--- config.mk ---
export PLATFORM = sky130hd
export DESIGN_NAME = pack_unit
export DESIGN_NICKNAME = d
export VERILOG_FILES = /design/src/rtl/pack_pkg.sv /design/src/rtl/pack_lane.sv /design/src/rtl/pack_assemble.sv /design/src/rtl/pack_unit.sv
export SDC_FILE = /design/constraint.sdc
export NUM_CORES = 1
export LEC_CHECK = 0
export BUFFER_PORTS_ARGS = -buffer_cell sky130_fd_sc_hd__buf_2
export CORE_MARGIN = 2
export CORE_UTILIZATION = 38
export CTS_CLUSTER_SIZE = 20
export DETAILED_ROUTE_END_ITERATION = 12
export PLACE_DENSITY = 0.63
export SLEW_MARGIN = 15
export SYNTH_ARGS = -nofsm -noshare
export SYNTH_HDL_FRONTEND = slang
export SYNTH_SLANG_ARGS = --single-unit
--- constraint.sdc ---
create_clock -name clk -period 6 [get_ports clk]
set_clock_uncertainty 0.2 [all_clocks]
set_input_delay 0 -clock clk [delete_from_list [all_inputs] [get_ports clk]]
set_output_delay 0 -clock clk [all_outputs]
set_load 0.01 [all_outputs]
--- src/rtl/pack_pkg.sv ---
`timescale 1ns/1ps
package pack_pkg;
    localparam int DATA_W   = 64;
    localparam int HALF_W   = 16;
    localparam int WORD_W   = 32;
    localparam int BYTE_W   = 8;
    localparam int N_HALF   = DATA_W / HALF_W;
    localparam int N_WORD   = DATA_W / WORD_W;
    localparam int FRAC_H2B = 7;
    localparam int FRAC_W2B = 23;
    localparam int FRAC_W2H = 16;
    localparam int WIDE_H   = 48;
    localparam int WIDE_W   = 64;

    typedef enum logic [1:0] {
        OP_H2B  = 2'd0,
        OP_W2B  = 2'd1,
        OP_W2H  = 2'd2,
        OP_ZERO = 2'd3
    } pack_op_e;

    typedef struct packed {
        logic              valid;
        logic [DATA_W-1:0] result;
    } pack_state_t;
endpackage

--- src/rtl/pack_lane.sv ---
`timescale 1ns/1ps
module pack_lane #(
    parameter int IN_W       = 16,
    parameter int SCALE_W    = 4,
    parameter int FRAC       = 7,
    parameter int OUT_W      = 8,
    parameter bit SIGNED_OUT = 1'b0,
    parameter int WIDE       = 48
) (
    input  logic [IN_W-1:0]    lane_i,
    input  logic [SCALE_W-1:0] scale_i,
    output logic [OUT_W-1:0]   packed_o
);
    localparam logic signed [WIDE-1:0] ONE = 1;
    localparam logic signed [WIDE-1:0] HI  = SIGNED_OUT ? (ONE <<< (OUT_W-1)) - ONE
                                                        : (ONE <<< OUT_W) - ONE;
    localparam logic signed [WIDE-1:0] LO  = SIGNED_OUT ? -(ONE <<< (OUT_W-1)) : '0;

    logic signed [WIDE-1:0] ext;
    logic signed [WIDE-1:0] scaled;
    logic signed [WIDE-1:0] fixed;
    logic signed [WIDE-1:0] clamped;

    always_comb begin
        ext    = {{(WIDE-IN_W){lane_i[IN_W-1]}}, lane_i};
        scaled = ext <<< scale_i;
        fixed  = scaled >>> FRAC;
        if (fixed < LO)      clamped = LO;
        else if (fixed > HI) clamped = HI;
        else                 clamped = fixed;
        packed_o = clamped[OUT_W-1:0];
    end
endmodule

--- src/rtl/pack_assemble.sv ---
`timescale 1ns/1ps
module pack_assemble
    import pack_pkg::*;
(
    input  logic [1:0]                     op_i,
    input  logic [DATA_W-1:0]              rs1_i,
    input  logic [N_HALF-1:0][BYTE_W-1:0]  h2b_i,
    input  logic [N_WORD-1:0][BYTE_W-1:0]  w2b_i,
    input  logic [N_WORD-1:0][HALF_W-1:0]  w2h_i,
    output logic [DATA_W-1:0]              result_o
);
    logic [DATA_W-1:0] merge_base;
    logic [DATA_W-1:0] merge_bytes;

    always_comb begin
        merge_base  = rs1_i << BYTE_W;
        merge_bytes = '0;
        for (int w = 0; w < N_WORD; w++) begin
            merge_base[w*WORD_W +: BYTE_W]  = '0;
            merge_bytes[w*WORD_W +: BYTE_W] = w2b_i[w];
        end
        case (pack_op_e'(op_i))
            OP_H2B:  result_o = {{(DATA_W-N_HALF*BYTE_W){1'b0}}, h2b_i};
            OP_W2B:  result_o = merge_base | merge_bytes;
            OP_W2H:  result_o = {{(DATA_W-N_WORD*HALF_W){1'b0}}, w2h_i};
            default: result_o = '0;
        endcase
    end
endmodule

--- src/rtl/pack_unit.sv ---
`timescale 1ns/1ps
module pack_unit
    import pack_pkg::*;
#(
    parameter int SCALE_LSB = 3,
    parameter int SHORT_SW  = 4,
    parameter int LONG_SW   = 5
) (
    input  logic              clk,
    input  logic              rst_n,
    input  logic              in_valid,
    input  logic [1:0]        op,
    input  logic [DATA_W-1:0] gsr,
    input  logic [DATA_W-1:0] rs1,
    input  logic [DATA_W-1:0] rs2,
    output logic              out_valid,
    output logic [DATA_W-1:0] result
);
    localparam int LONG_MSB = SCALE_LSB + LONG_SW - 1;

    logic [SHORT_SW-1:0] scale_short;
    logic [LONG_SW-1:0]  scale_long;
    logic [N_HALF-1:0][BYTE_W-1:0] h2b;
    logic [N_WORD-1:0][BYTE_W-1:0] w2b;
    logic [N_WORD-1:0][HALF_W-1:0] w2h;
    logic [DATA_W-1:0] packed_res;
    logic unused_gsr;

    pack_state_t st_d, st_q;

    assign scale_short = gsr[SCALE_LSB +: SHORT_SW];
    assign scale_long  = gsr[SCALE_LSB +: LONG_SW];
    assign unused_gsr  = ^{gsr[DATA_W-1:LONG_MSB+1], gsr[SCALE_LSB-1:0]};

    for (genvar k = 0; k < N_HALF; k++) begin : g_h2b
        pack_lane #(.IN_W(HALF_W), .SCALE_W(SHORT_SW), .FRAC(FRAC_H2B),
                    .OUT_W(BYTE_W), .SIGNED_OUT(1'b0), .WIDE(WIDE_H)) u_lane (
            .lane_i(rs2[k*HALF_W +: HALF_W]), .scale_i(scale_short), .packed_o(h2b[k]));
    end

    for (genvar w = 0; w < N_WORD; w++) begin : g_word
        pack_lane #(.IN_W(WORD_W), .SCALE_W(LONG_SW), .FRAC(FRAC_W2B),
                    .OUT_W(BYTE_W), .SIGNED_OUT(1'b0), .WIDE(WIDE_W)) u_byte (
            .lane_i(rs2[w*WORD_W +: WORD_W]), .scale_i(scale_long), .packed_o(w2b[w]));
        pack_lane #(.IN_W(WORD_W), .SCALE_W(LONG_SW), .FRAC(FRAC_W2H),
                    .OUT_W(HALF_W), .SIGNED_OUT(1'b1), .WIDE(WIDE_W)) u_half (
            .lane_i(rs2[w*WORD_W +: WORD_W]), .scale_i(scale_long), .packed_o(w2h[w]));
    end

    pack_assemble u_asm (
        .op_i(op), .rs1_i(rs1), .h2b_i(h2b), .w2b_i(w2b), .w2h_i(w2h),
        .result_o(packed_res)
    );

    always_comb begin
        st_d       = st_q;
        st_d.valid = in_valid;
        if (in_valid) st_d.result = packed_res;
    end

    always_ff @(posedge clk) begin
        if (!rst_n) st_q <= '0;
        else        st_q <= st_d;
    end

    assign out_valid = st_q.valid;
    assign result    = st_q.result;


    valid_follow_chk: assert property (@(posedge clk) disable iff (!rst_n)
        in_valid |=> out_valid);

    valid_idle_chk: assert property (@(posedge clk) disable iff (!rst_n)
        !in_valid |=> !out_valid);

    result_hold_chk: assert property (@(posedge clk) disable iff (!rst_n)
        !in_valid |=> $stable(result));

    h2b_upper_zero_chk: assert property (@(posedge clk) disable iff (!rst_n)
        (in_valid && op == 2'd0) |=> result[63:32] == '0);

    w2b_base_chk: assert property (@(posedge clk) disable iff (!rst_n)
        (in_valid && op == 2'd1) |=> (result[31:8] == $past(rs1[23:0]) &&
                                      result[63:40] == $past(rs1[55:32])));

    w2h_upper_zero_chk: assert property (@(posedge clk) disable iff (!rst_n)
        (in_valid && op == 2'd2) |=> result[63:32] == '0);

    zero_op_chk: assert property (@(posedge clk) disable iff (!rst_n)
        (in_valid && op == 2'd3) |=> result == '0);
endmodule

---- Word-level counts from Yosys, hierarchy flattened ----
Cells that the tools add are included.
storage, ports and cells
  register bits after elaboration ......... 65
  output and inout port bits .............. 65
cells by class
  magnitude comparators ................... 16
  equality and inequality tests ........... 2
  shift operators ......................... 6
  muxes and demuxes ....................... 17
  bitwise logic cells ..................... 1
  reductions and logical operators ........ 1
operators with widths
  kind                                                          count
  > comparator 41 x 9 -> 1 bit, second input constant           6
  less-than comparator 41 x 1 -> 1 bit, second input constant   6
  one-hot mux 64 bit (3 select lines)                           1
  <<< shifter 16 x 4 -> 48 bit                                  4
  <<< shifter 32 x 5 -> 64 bit                                  2
  > comparator 48 x 16 -> 1 bit, second input constant          2
  less-than comparator 48 x 16 -> 1 bit, second input constant  2
  two-way mux 8 bit                                             12
  two-way mux 16 bit                                            4
  OR 64 x 40 -> 64 bit                                          1
  equality test 2 x 1 -> 1 bit, second input constant           1
  equality test 2 bit, second input constant                    1
  logical NOT 2 bit                                             1

---- Logic depth before layout (Yosys ltp) ----
Gate-level depths: netlist of the first run.
  word-level depth ........................ 6
  mapped depth ............................ 16
  mapped depth without buffers ............ 9

---- Cells and area by module ----
From an unflattened synthesis of the first run, not the netlist that was laid out.
unflattened totals
  cell total of the unflattened synthesis .. 2307
  area, all modules ....................... 19710.2 sq um
modules (own cells, without submodules)
  module                             instances  cells an instance  area an instance (sq um)  seq. area each (sq um)
  pack_lane at g_word[0].u_half ...  2          412                3407.0                    0.0
  pack_lane at g_word[0].u_byte ...  2          299                2338.5                    0.0
  pack_lane at g_h2b[0].u_lane ...   4          141                1156.1                    0.0
  pack_unit                          1          208                2489.9                    1301.2
  pack_assemble                      1          113                1104.8                    0.0

---- Worst setup path after synthesis of the first run ----
OpenSTA, ideal clock, no wires.
  path kind ............................... input port to flip-flop
  start point ............................. in gsr[3]
  end point ............................... reg st_q, in the netlist result[2]
  arrival ................................. 2.755 ns
  slack ................................... 2.922 ns
  stages on the path ...................... 13
  path buffers ............................ 4
  path through ............................ buf_6 buf_6 buf_12 buf_12 mux4_1 or4_1 nor2_1 a31oi_1 o41ai_2 a31oi_1 a2bb2oi_1 o41ai_2 nor2_1
between the ends
  word-level cells in the longest chain between the ends .. 6
  elaborated cells on any way between the ends .. 16
  those cells by class .................... order compare: 6; shift: 2; mux: 7; bitwise: 1
ends and longest elaborated chain
  what                                   line                 text
  from (decl)                            pack_unit.sv:13      input logic [DATA_W-1:0] gsr,
  <<< shifter 32 x 5 -> 64 bit           pack_lane.sv:26      scaled = ext <<< scale_i;
  > comparator 41 x 9 -> 1 bit           pack_lane.sv:29      else if (fixed > HI) clamped = HI;
  two-way mux 8 bit                      pack_lane.sv:29
  two-way mux 8 bit                      pack_lane.sv:28      if (fixed < LO) clamped = LO;
  OR 64 x 40 -> 64 bit                   pack_assemble.sv:24  OP_W2B: result_o = merge_base | merge_bytes;
  one-hot mux 64 bit (3 select lines) *  pack_assemble.sv:22  case (pack_op_e'(op_i))
  to (signal assigned)                   pack_unit.sv:63      else st_q <= st_d;
  to (decl)                              pack_unit.sv:29      pack_state_t st_d, st_q;
Mark *: on every way between the ends. The rest lies on a longest branch, timed or not.
A chain may end at the register's enable or synchronous reset.

---- Final worst setup path of the first run ----
  start point ............................. in gsr[3]
  end point ............................... reg st_q, in the netlist result[28]
between the ends
  word-level cells in the longest chain between the ends .. 5
  elaborated cells on any way between the ends .. 11
  those cells by class .................... order compare: 4; shift: 2; mux: 5
ends and longest elaborated chain
  what                                                                                  line
  <<< shifter 32 x 5 -> 64 bit / <<< shifter 16 x 4 -> 48 bit (equally long branches)   pack_lane.sv:26
  > comparator 48 x 16 -> 1 bit / > comparator 41 x 9 -> 1 bit (equally long branches)  pack_lane.sv:29
  two-way mux 16 bit / two-way mux 8 bit (equally long branches)                        pack_lane.sv:29
  two-way mux 16 bit / two-way mux 8 bit (equally long branches)                        pack_lane.sv:28
  one-hot mux 64 bit (3 select lines) *                                                 pack_assemble.sv:22
Marked as above.

==> results of run 1 <==
-- synthesized netlist by cell type, types with 16 or more instances --
cell type | n | share of area [%]
mux4_2 | 30 | 7.2
nand3_1 | 41 | 2.2
clkbuf_1 | 54 | 2.2
a211oi_1 | 19 | 1.5
dfxtp_1 | 65 | 14
a21oi_1 | 107 | 5.7
nor3_1 | 26 | 1.4
mux4_1 | 29 | 8.1
nand2_1 | 109 | 4.3
buf_2 | 16 | 0.85
mux2i_1 | 71 | 7.5
nor2_1 | 114 | 4.5
nor2b_1 | 38 | 2.5
nand2b_1 | 30 | 2.0
a21boi_0 | 27 | 2.2
mux2_2 | 50 | 6.0
o22ai_1 | 19 | 1.3
o21ai_0 | 103 | 5.5
-- cell type report --
cell class,count,area share [%]
Multi-Input combinational cell,997,67.2
Sequential cell,65,11.9
Timing Repair Buffer,252,14.2
Tap cell,324,3.70
Clock inverter,2,0.114
Clock buffer,13,2.47
Inverter,11,0.377
-- flip-flops by register name (all words and copies together) (netlist names) --
register and count:
result 64, out_valid 1
-- worst min path at each step --
stage          slack, ns          to     from
2_1_floorplan      -0.05   out_valid    rst_n
3_3_place_gp        0.08   result[9]   rs1[1]
5_1_grt             0.08   result[0]   rs2[0]
4_1_cts             0.03  result[16]  rs2[32]
6_report            0.05  result[16]  rs2[32]
3_5_place_dp        0.08   result[9]   rs1[1]
-- tightest hold or removal path, cell delays in order --
cell and delay [ns]:
buf_2 0.14, o2bb2ai_1 0.16, o21ai_0 0.10, a21oi_1 0.13
-- metal layers --
layer | up-vias | GRT usage [%] | part of all wire [%]
met1 | 5068 | 41.7 | 46
met5 | - | 0 | 0
met3 | 28 | 5.57 | 11
li1 | 4860 | - | -
met2 | 610 | 39.2 | 42
met4 | 0 | 4.50 | 1.1
-- where the power goes --
part           leakage (nW)  total [mW]  switching (mW)  internal (mW)
logic                  3.72       0.828           0.506          0.322
registers             0.529       0.455         0.00718          0.448
clock network         0.138       0.494           0.183          0.310
total                  4.38        1.78           0.696           1.08
-- cell families after synthesis --
group,after synthesis,synth area share [%]
flops,65,13.8
simple gates,406,20.6
buf+inv,125,8.18
mux,182,29.0
compound gates,409,28.4
-- stage by stage --
| stage | power, mW | util (%) | cell area (um^2) | setup WS (ns) |
|---|---|---|---|---|
| 2_1_floorplan | 1.00 | - | 9420 | 2.92 |
| 3_3_place_gp | 1.23 | 41.9 | 10200 | 1.74 |
| 3_5_place_dp | 1.23 | 41.9 | 10200 | 1.67 |
| 4_1_cts | 1.76 | 45.0 | 11000 | 2.01 |
| 5_1_grt | 1.86 | 45.1 | 11000 | 1.65 |
| 6_report | 1.78 | 45.1 | 11000 | 1.88 |
==> impl_metrics.toml, run 1 <==
[run_status]
status = "complete, no violations"

[cells_and_area]
diodes = 0
layout-drive-gt1-share_pct = 24.1
nFillCells = 2458
syn_to_final_growth_pct = 16.3
seqCellArea_um2 = 1300
instances_no_fill = 1664
nNetsFinal = 1533
mostFrequentLayoutCells = "buf_2 (182), nor2_1 (114), nand2_1 (109)"
multi_input_area_um2 = 7370
final_common_cell = "buf_2"

[setup_path]
crit_end = "result[28]"
worstPathArrival_ns = 4.11
required_ns = 5.99
critPathCaptureType = "register"
worst-setup-path-type = "primary input to register"
r2r_slack_ns = 4.29
cp_slowest_cell = "mux4_1"
path_depth = 10
ff2ff_path_depth = 6
crit_family = "multiplexers"
crit_buf_inv = 2
slowest_delay_ns = 0.78
r2r-start = "result[17]"
cp-start-kind = "primary input"
cpMostUsedCell = "buf_4"
cp_cell_sequence = "buf_4, buf_4, mux4_1, mux2_2, a222oi_1, nand4_1, nor4_2, nor2_1, a2111oi_0, a21oi_1"
cp-startpoint = "gsr[3]"
r2r-end = "result[17]"
crit_fanout = 54

[cts]
cts_buffers = 9
post-cts-setup-buffer-count = 0
cts.path.max_buffers = 2
root_buffer = "clkbuf_16"
post_cts_resized = 0
clk_pin_slew_ns = 0.05
htree_levels = 3
cts_hold_buffers = 49
clock-sinks = 65
cts_tree = "built"
clk_latency_ns = 0.32

[grt]
grt_use_total_pct = 27.1
grt_antenna_before_repair = 0
grt.overflow.total = 0
grt_max_degree = 87
grt_pass1_vias = 9621
grt_pass1_wl_um = 56400

[pwr]
powerDensity_nw_per_um2 = 162
ir_worst_vdd_uv = 163
p_leak_nw = 4.38

[floorplan]
rows = 57
fp.dieW_um = 161
start_util_pct = 38.7
core_um2 = 24300
die_area_um2 = 26100
fp.dieH_um = 161
io_pins = 262

[drt]
first_pass_iters = 8
drtIter0Drc = 1443
avgRoutedWirePerCell_um = 22.2
ant_nets = 0
routed_via_density = 6.35
route.detailed.drc = 0
num_vias = 10600
wl_um = 37000

[timing]
slew_headroom_pct = 35.3
worstMarginPinSlew_ns = 0.970
timing.hold.ws_ns = 0.0538
hold_viol = 0
max_freq_mhz = 243
setup_viol = 0
finalCritPeriodShare_pct = 68.6
maxSlewViolCount = 0
setup_tns_ns = 0
grt_setup_unrepaired = "no"
finalCriticalPeriod_ns = 4.12

[run]
drv_cap = 0

[logic_synthesis]
syn-num-nets = 1384
async_reset_ff_share_pct = 0
synth_area_um2 = 9420
syn_avg_cell_area_um2 = 7.94
yosysUniqueCellTypes = 81
yosys_most_used_dff = "dfxtp_1"
synth_edf_count = 0
syn_inst = 1187
synth-seq-cells = 65
synth_seq_area_share_pct = 13.8
yosysWarnings = 0

[place]
place.gp.congestion = 1.06
port_buffers = 186
dpl.hpwl_um = 27300
place_inst = 1600

[hold_path]
holdCritPathClass = "primary input to register"
whs_path_depth = 4
No activity file was read; power rests on OpenSTA's default activity.
==> run 2, diff against run 1 <==
==> constraint.sdc (replaced) <==
create_clock -name clk -period 4.2 [get_ports clk]
set_clock_uncertainty 0.2 [all_clocks]
set_input_delay 0 -clock clk [delete_from_list [all_inputs] [get_ports clk]]
set_output_delay 0 -clock clk [all_outputs]
set_load 0.01 [all_outputs]
==> impl_metrics.toml, run 2 (synthesis gave the netlist of run 1 again) <==
[cells_and_area]
diodes = 0
fin_area_um2 = 11200
syn_to_final_growth_pct = 18.4
nNetsFinal = 1558
layout-drive-gt1-share_pct = 25.5
mostFrequentLayoutCells = "buf_2 (182), nor2_1 (114), nand2_1 (109)"
final_common_cell = "buf_2"
largest_register_ffs = 64

[drt]
wl_um = 38200
ant_nets = 0
first_pass_iters = 6
avgRoutedWirePerCell_um = 22.6
routed_via_density = 6.38
drtIter0Drc = 1345
num_vias = 10800
route.detailed.drc = 0

[hold_path]
holdPathEnd = "result[15]"
min-delay-start = "op[0]"
whs_path_depth = 3
holdCritPathClass = "primary input to register"

[run]
drv_cap = 0

[setup_path]
required_ns = 4.20
r2r_slack_ns = 2.80
cp-start-kind = "primary input"
ff2ff_path_depth = 5
crit_fanout = 34
worst-setup-path-type = "primary input to register"
worstPathArrival_ns = 3.59
r2r-end = "result[10]"
cp-startpoint = "gsr[3]"
r2r-start = "result[10]"
critPathCaptureType = "register"

[cts]
cts_buffers = 9
cts_tree = "built"
post-cts-setup-buffer-count = 0
htree_levels = 3
cts.path.max_buffers = 2
root_buffer = "clkbuf_16"
clock-sinks = 65
clk_latency_ns = 0.32
clk_pin_slew_ns = 0.06

[place]
dpl.hpwl_um = 28600
place_ws_ns = 0.390
post_dp_cell_area_um2 = 10400
place.gp.congestion = 0.970
port_buffers = 186

[floorplan]
die_area_um2 = 26100
rows = 57
fp.dieW_um = 161
fp.dieH_um = 161
start_util_pct = 38.7
core_um2 = 24300
io_pins = 262

[pwr]
p_leak_nw = 4.50
powerDensity_nw_per_um2 = 230
ir_worst_vdd_uv = 189

[grt]
grt.overflow.total = 0
grt_max_degree = 64
grt_use_total_pct = 28.4
grt_antenna_before_repair = 0
grt_pass1_wl_um = 58600
grt_pass1_vias = 9868

[timing]
setup_viol = 0
hold_viol = 0
setup_slack_ns = 0.614
finalCritPeriodShare_pct = 85.4
worstMarginPinSlew_ns = 0.960
maxSlewViolCount = 0
setup_tns_ns = 0
max_freq_mhz = 279
finalCriticalPeriod_ns = 3.59
slew_headroom_pct = 35.2
grt_setup_unrepaired = "no"

[run_status]
status = "complete, no violations"
run 2: how the worst max path moves through the flow:
stage | endpoint | slack (ns)
2_1_floorplan | result[2] | 1.12
5_1_grt | result[12] | 0.41
3_3_place_gp | result[2] | 0.45
3_5_place_dp | result[28] | 0.39
4_1_cts | result[28] | 0.73
6_report | result[28] | 0.61
run 2: through the flow:
stage | utilization (%) | power [mW] | hold slack [ns] | instances
finish | 45.9 | 2.56 | 0.0167 | 1690
global route | 45.9 | 2.68 | 0.0294 | 1690
CTS | 45.9 | 2.54 | 0.0123 | 1690
detailed placement | 42.8 | 1.80 | 0.0862 | 1626
global placement | 42.8 | 1.81 | 0.0844 | 1626
floorplan | - | 1.44 | -0.0500 | 1187
run 2: cell type report:
cell class,count,area [um^2]
fillers,2424,13200
multi-input cells,997,7360
repair buffers,277,1770
flip-flops and latches,65,1300
well taps,324,405
clock buffers,14,264
inverters,11,41.3
clock inverters,2,12.5
run 2: timing repair:
action,in CTS,in global routing
hold buffers,48,0
resized for setup,0,0
hold endpoints to repair,48,0
run 2: routing by layer:
layer  wire, um  track usage [%]  share of wire [%]  up-vias
met5          0                0                  0        -
met4        637             6.25                1.7        0
met3       4070             4.47                 11       39
met2      15900             41.2                 42      662
met1      17600             43.9                 46     5170
li1           -                -                  -     4912
run 2: power breakdown:
| part | leakage, nW | switching (mW) | total (mW) | internal, mW |
|---|---|---|---|---|
| clock | 0.133 | 0.263 | 0.694 | 0.431 |
| combinational | 3.84 | 0.737 | 1.22 | 0.482 |
| sequential | 0.529 | 0.0107 | 0.650 | 0.640 |
run 2: worst max-delay path: stages:
cell and delay, ns:
buf_4 0.41, mux4_1 0.77, mux2_2 0.40, a222oi_1 0.44, nand4_1 0.23, nor4_2 0.55
nor2_1 0.22, a2111oi_0 0.44, a21oi_1 0.11
==> run 3, diff against run 2 <==
--- a/config.mk
+++ b/config.mk
@@ -5,12 +5,13 @@
 export SDC_FILE = /design/constraint.sdc
 export NUM_CORES = 1
 export LEC_CHECK = 0
+export ABC_AREA = 1
 export BUFFER_PORTS_ARGS = -buffer_cell sky130_fd_sc_hd__buf_2
 export CORE_MARGIN = 2
-export CORE_UTILIZATION = 38
+export CORE_UTILIZATION = 50
 export CTS_CLUSTER_SIZE = 20
 export DETAILED_ROUTE_END_ITERATION = 12
-export PLACE_DENSITY = 0.63
+export PLACE_DENSITY = 0.8
 export SLEW_MARGIN = 15
 export SYNTH_ARGS = -nofsm -noshare
 export SYNTH_HDL_FRONTEND = slang
==> impl_metrics.toml, run 3 <==
[pwr]
p_leak_nw = 5.34
ir_worst_vdd_uv = 315
powerDensity_nw_per_um2 = 241

[grt]
grt_antenna_before_repair = 0
grt_pass1_wl_um = 55600
grt.overflow.total = 0
grt_max_degree = 91
grt_pass1_vias = 11200
grt_use_total_pct = 37.5

[drt]
wl_um = 35200
first_pass_iters = 6
num_vias = 12300
route.detailed.drc = 0
ant_nets = 0
routed_via_density = 5.84
avgRoutedWirePerCell_um = 16.7
drtIter0Drc = 1212

[timing]
setup_tns_ns = 0
setup_viol = 0
slew_headroom_pct = 30.2
worstMarginPinSlew_ns = 1.05
setup_slack_ns = 0.673
finalCriticalPeriod_ns = 3.53
max_freq_mhz = 284
maxSlewViolCount = 0
finalCritPeriodShare_pct = 84.0
grt_setup_unrepaired = "no"
hold_viol = 0

[logic_synthesis]
synth_top_cell_area_share_pct = 34.8
synth_commonest_cells = "nand2_1 (814), nand3_1 (324), nor2_1 (79)"
yosysMostFrequentCell = "nand2_1"
syn-num-nets = 1914
yosysWarnings = 0
yosys_most_used_dff = "dfxtp_1"
yosysUniqueCellTypes = 43
yosys.area.top_type = "nand2_1"
syn_avg_cell_area_um2 = 5.11
syn_inst = 1717
synth-seq-cells = 65
synth_area_um2 = 8770
synth_seq_area_share_pct = 14.8
async_reset_ff_share_pct = 0
synth_area_leaders = "nand2_1 (35%), nand3_1 (18%), dfxtp_1 (15%), a21oi_1 (3.4%), nor2_1 (3.4%)"
synth_edf_count = 0

[cells_and_area]
nFillCells = 1704
largest_register_ffs = 64
multi_input_area_um2 = 6590
nNetsFinal = 2071
syn_to_final_growth_pct = 17.9
seqCellArea_um2 = 1300
mostFrequentLayoutCells = "nand2_1 (814), nand3_1 (324), buf_2 (186)"
layout-drive-gt1-share_pct = 15.7
final_common_cell = "nand2_1"

[cts]
clk_pin_slew_ns = 0.06
post_cts_resized = 0
cts_tree = "built"
root_buffer = "clkbuf_16"
cts_buffers = 9
htree_levels = 3
clock-sinks = 65
clk_latency_ns = 0.33
cts.path.max_buffers = 2
post-cts-setup-buffer-count = 0

[floorplan]
rows = 48
fp.dieW_um = 136
core_um2 = 17200
die_area_um2 = 18600
start_util_pct = 50.9
io_pins = 262
fp.dieH_um = 136

[setup_path]
cp-start-kind = "primary input"
crit_buf_inv = 3
ff2ff_path_depth = 2
cp_slowest_cell = "dlygate4sd3_1"
crit_fanout = 40
r2r_slack_ns = 3.21
crit_family = "simple AND/OR/NAND/NOR gates"
r2r-end = "result[26]"
required_ns = 4.17
slowest_delay_ns = 0.55
worstPathArrival_ns = 3.50
critPathCaptureType = "register"
cpMostUsedCell = "nand2_1"
cp_cell_sequence = "buf_2, buf_4, nand3_1, nand3_1, nand2_1, nand2_1, nand2_1, nor4_1, nand3_1, nand2_1, nand3_1, nand2_1, nand3_1, dlygate4sd3_1, nand2_1, a21oi_1"
worst-setup-path-type = "primary input to register"
r2r-start = "result[26]"

[hold_path]
min-delay-start = "in_valid"
holdPathEnd = "result[30]"
holdCritPathClass = "primary input to register"
whs_path_depth = 3

[place]
place.gp.congestion = 1.06
place_ws_ns = 0.804
dpl.hpwl_um = 25600
port_buffers = 186

[run_status]
status = "complete, no violations"

[run]
drv_cap = 0
[run 3: cell types whose count changed in the layout (fill, tap and decap cells not counted), moves of 30 or more]
cell and change:
nand3_1 +283, nor2b_1 -37, mux2_2 -50, nand2_1 +705, mux4_2 -30, a21oi_1 -47
mux2i_1 -71, o21ai_0 -53, nor2_1 -35, nand2b_1 -30, inv_1 +59
[run 3: area by class of cell]
class	count	area share, %
Tap cell	225	2.72
Timing Repair Buffer	253	15.1
Sequential cell	65	12.6
Inverter	78	2.89
Clock buffer	9	2.18
Multi-Input combinational cell	1467	63.8
Clock inverter	7	0.750
Antenna cell	1	0.0242
[run 3: stage by stage]
stage	utilization (%)	hold slack (ns)	std cells	power, mW	cell area, um^2
CTS	60.0	0.0307	2104	2.45	10300
detailed placement	55.3	0.0187	2037	1.66	9520
floorplan	-	-0.102	1717	1.39	8770
finish	60.0	0.0486	2105	2.49	10300
global placement	55.3	0.00808	2037	1.66	9520
global route	60.0	0.0615	2104	2.65	10300
[run 3: worst max-delay path by stage]
stage	start	endpoint	cells after the start
floorplan	gsr[3]	result[5]	22
global placement	gsr[4]	result[27]	17
detailed placement	gsr[4]	result[22]	18
CTS	gsr[4]	result[15]	16
global route	gsr[4]	result[15]	16
finish	gsr[4]	result[15]	16
[run 3: repair_timing]
action                     CTS  global route
hold buffers                51             0
hold endpoints to repair    49             0
setup endpoints to repair    0             0
[run 3: worst min-delay path, stage by stage]
cell     delay, ns
buf_2         0.31
nand2_1       0.17
a21oi_2       0.04
[run 3: cells by family after synthesis]
logic type,after synthesis,share of synthesized area [%]
simple gates,1299,63.4
flops,65,14.8
buf+inv,185,10.0
compound gates,168,11.7
[run 3: layer usage]
layer  vias up  part of all wire [%]  GRT usage [%]
li1       5910                     -              -
met1      5535                    39           45.1
met2       686                    47           62.7
met3       152                   8.3           6.97
met4         0                   5.8           20.8
met5         -                     0              0
[run 3: report_power, final]
part,total (mW),switching [mW],internal (mW)
sequential,0.654,0.0132,0.641
clock,0.765,0.301,0.464
combinational,1.08,0.728,0.348
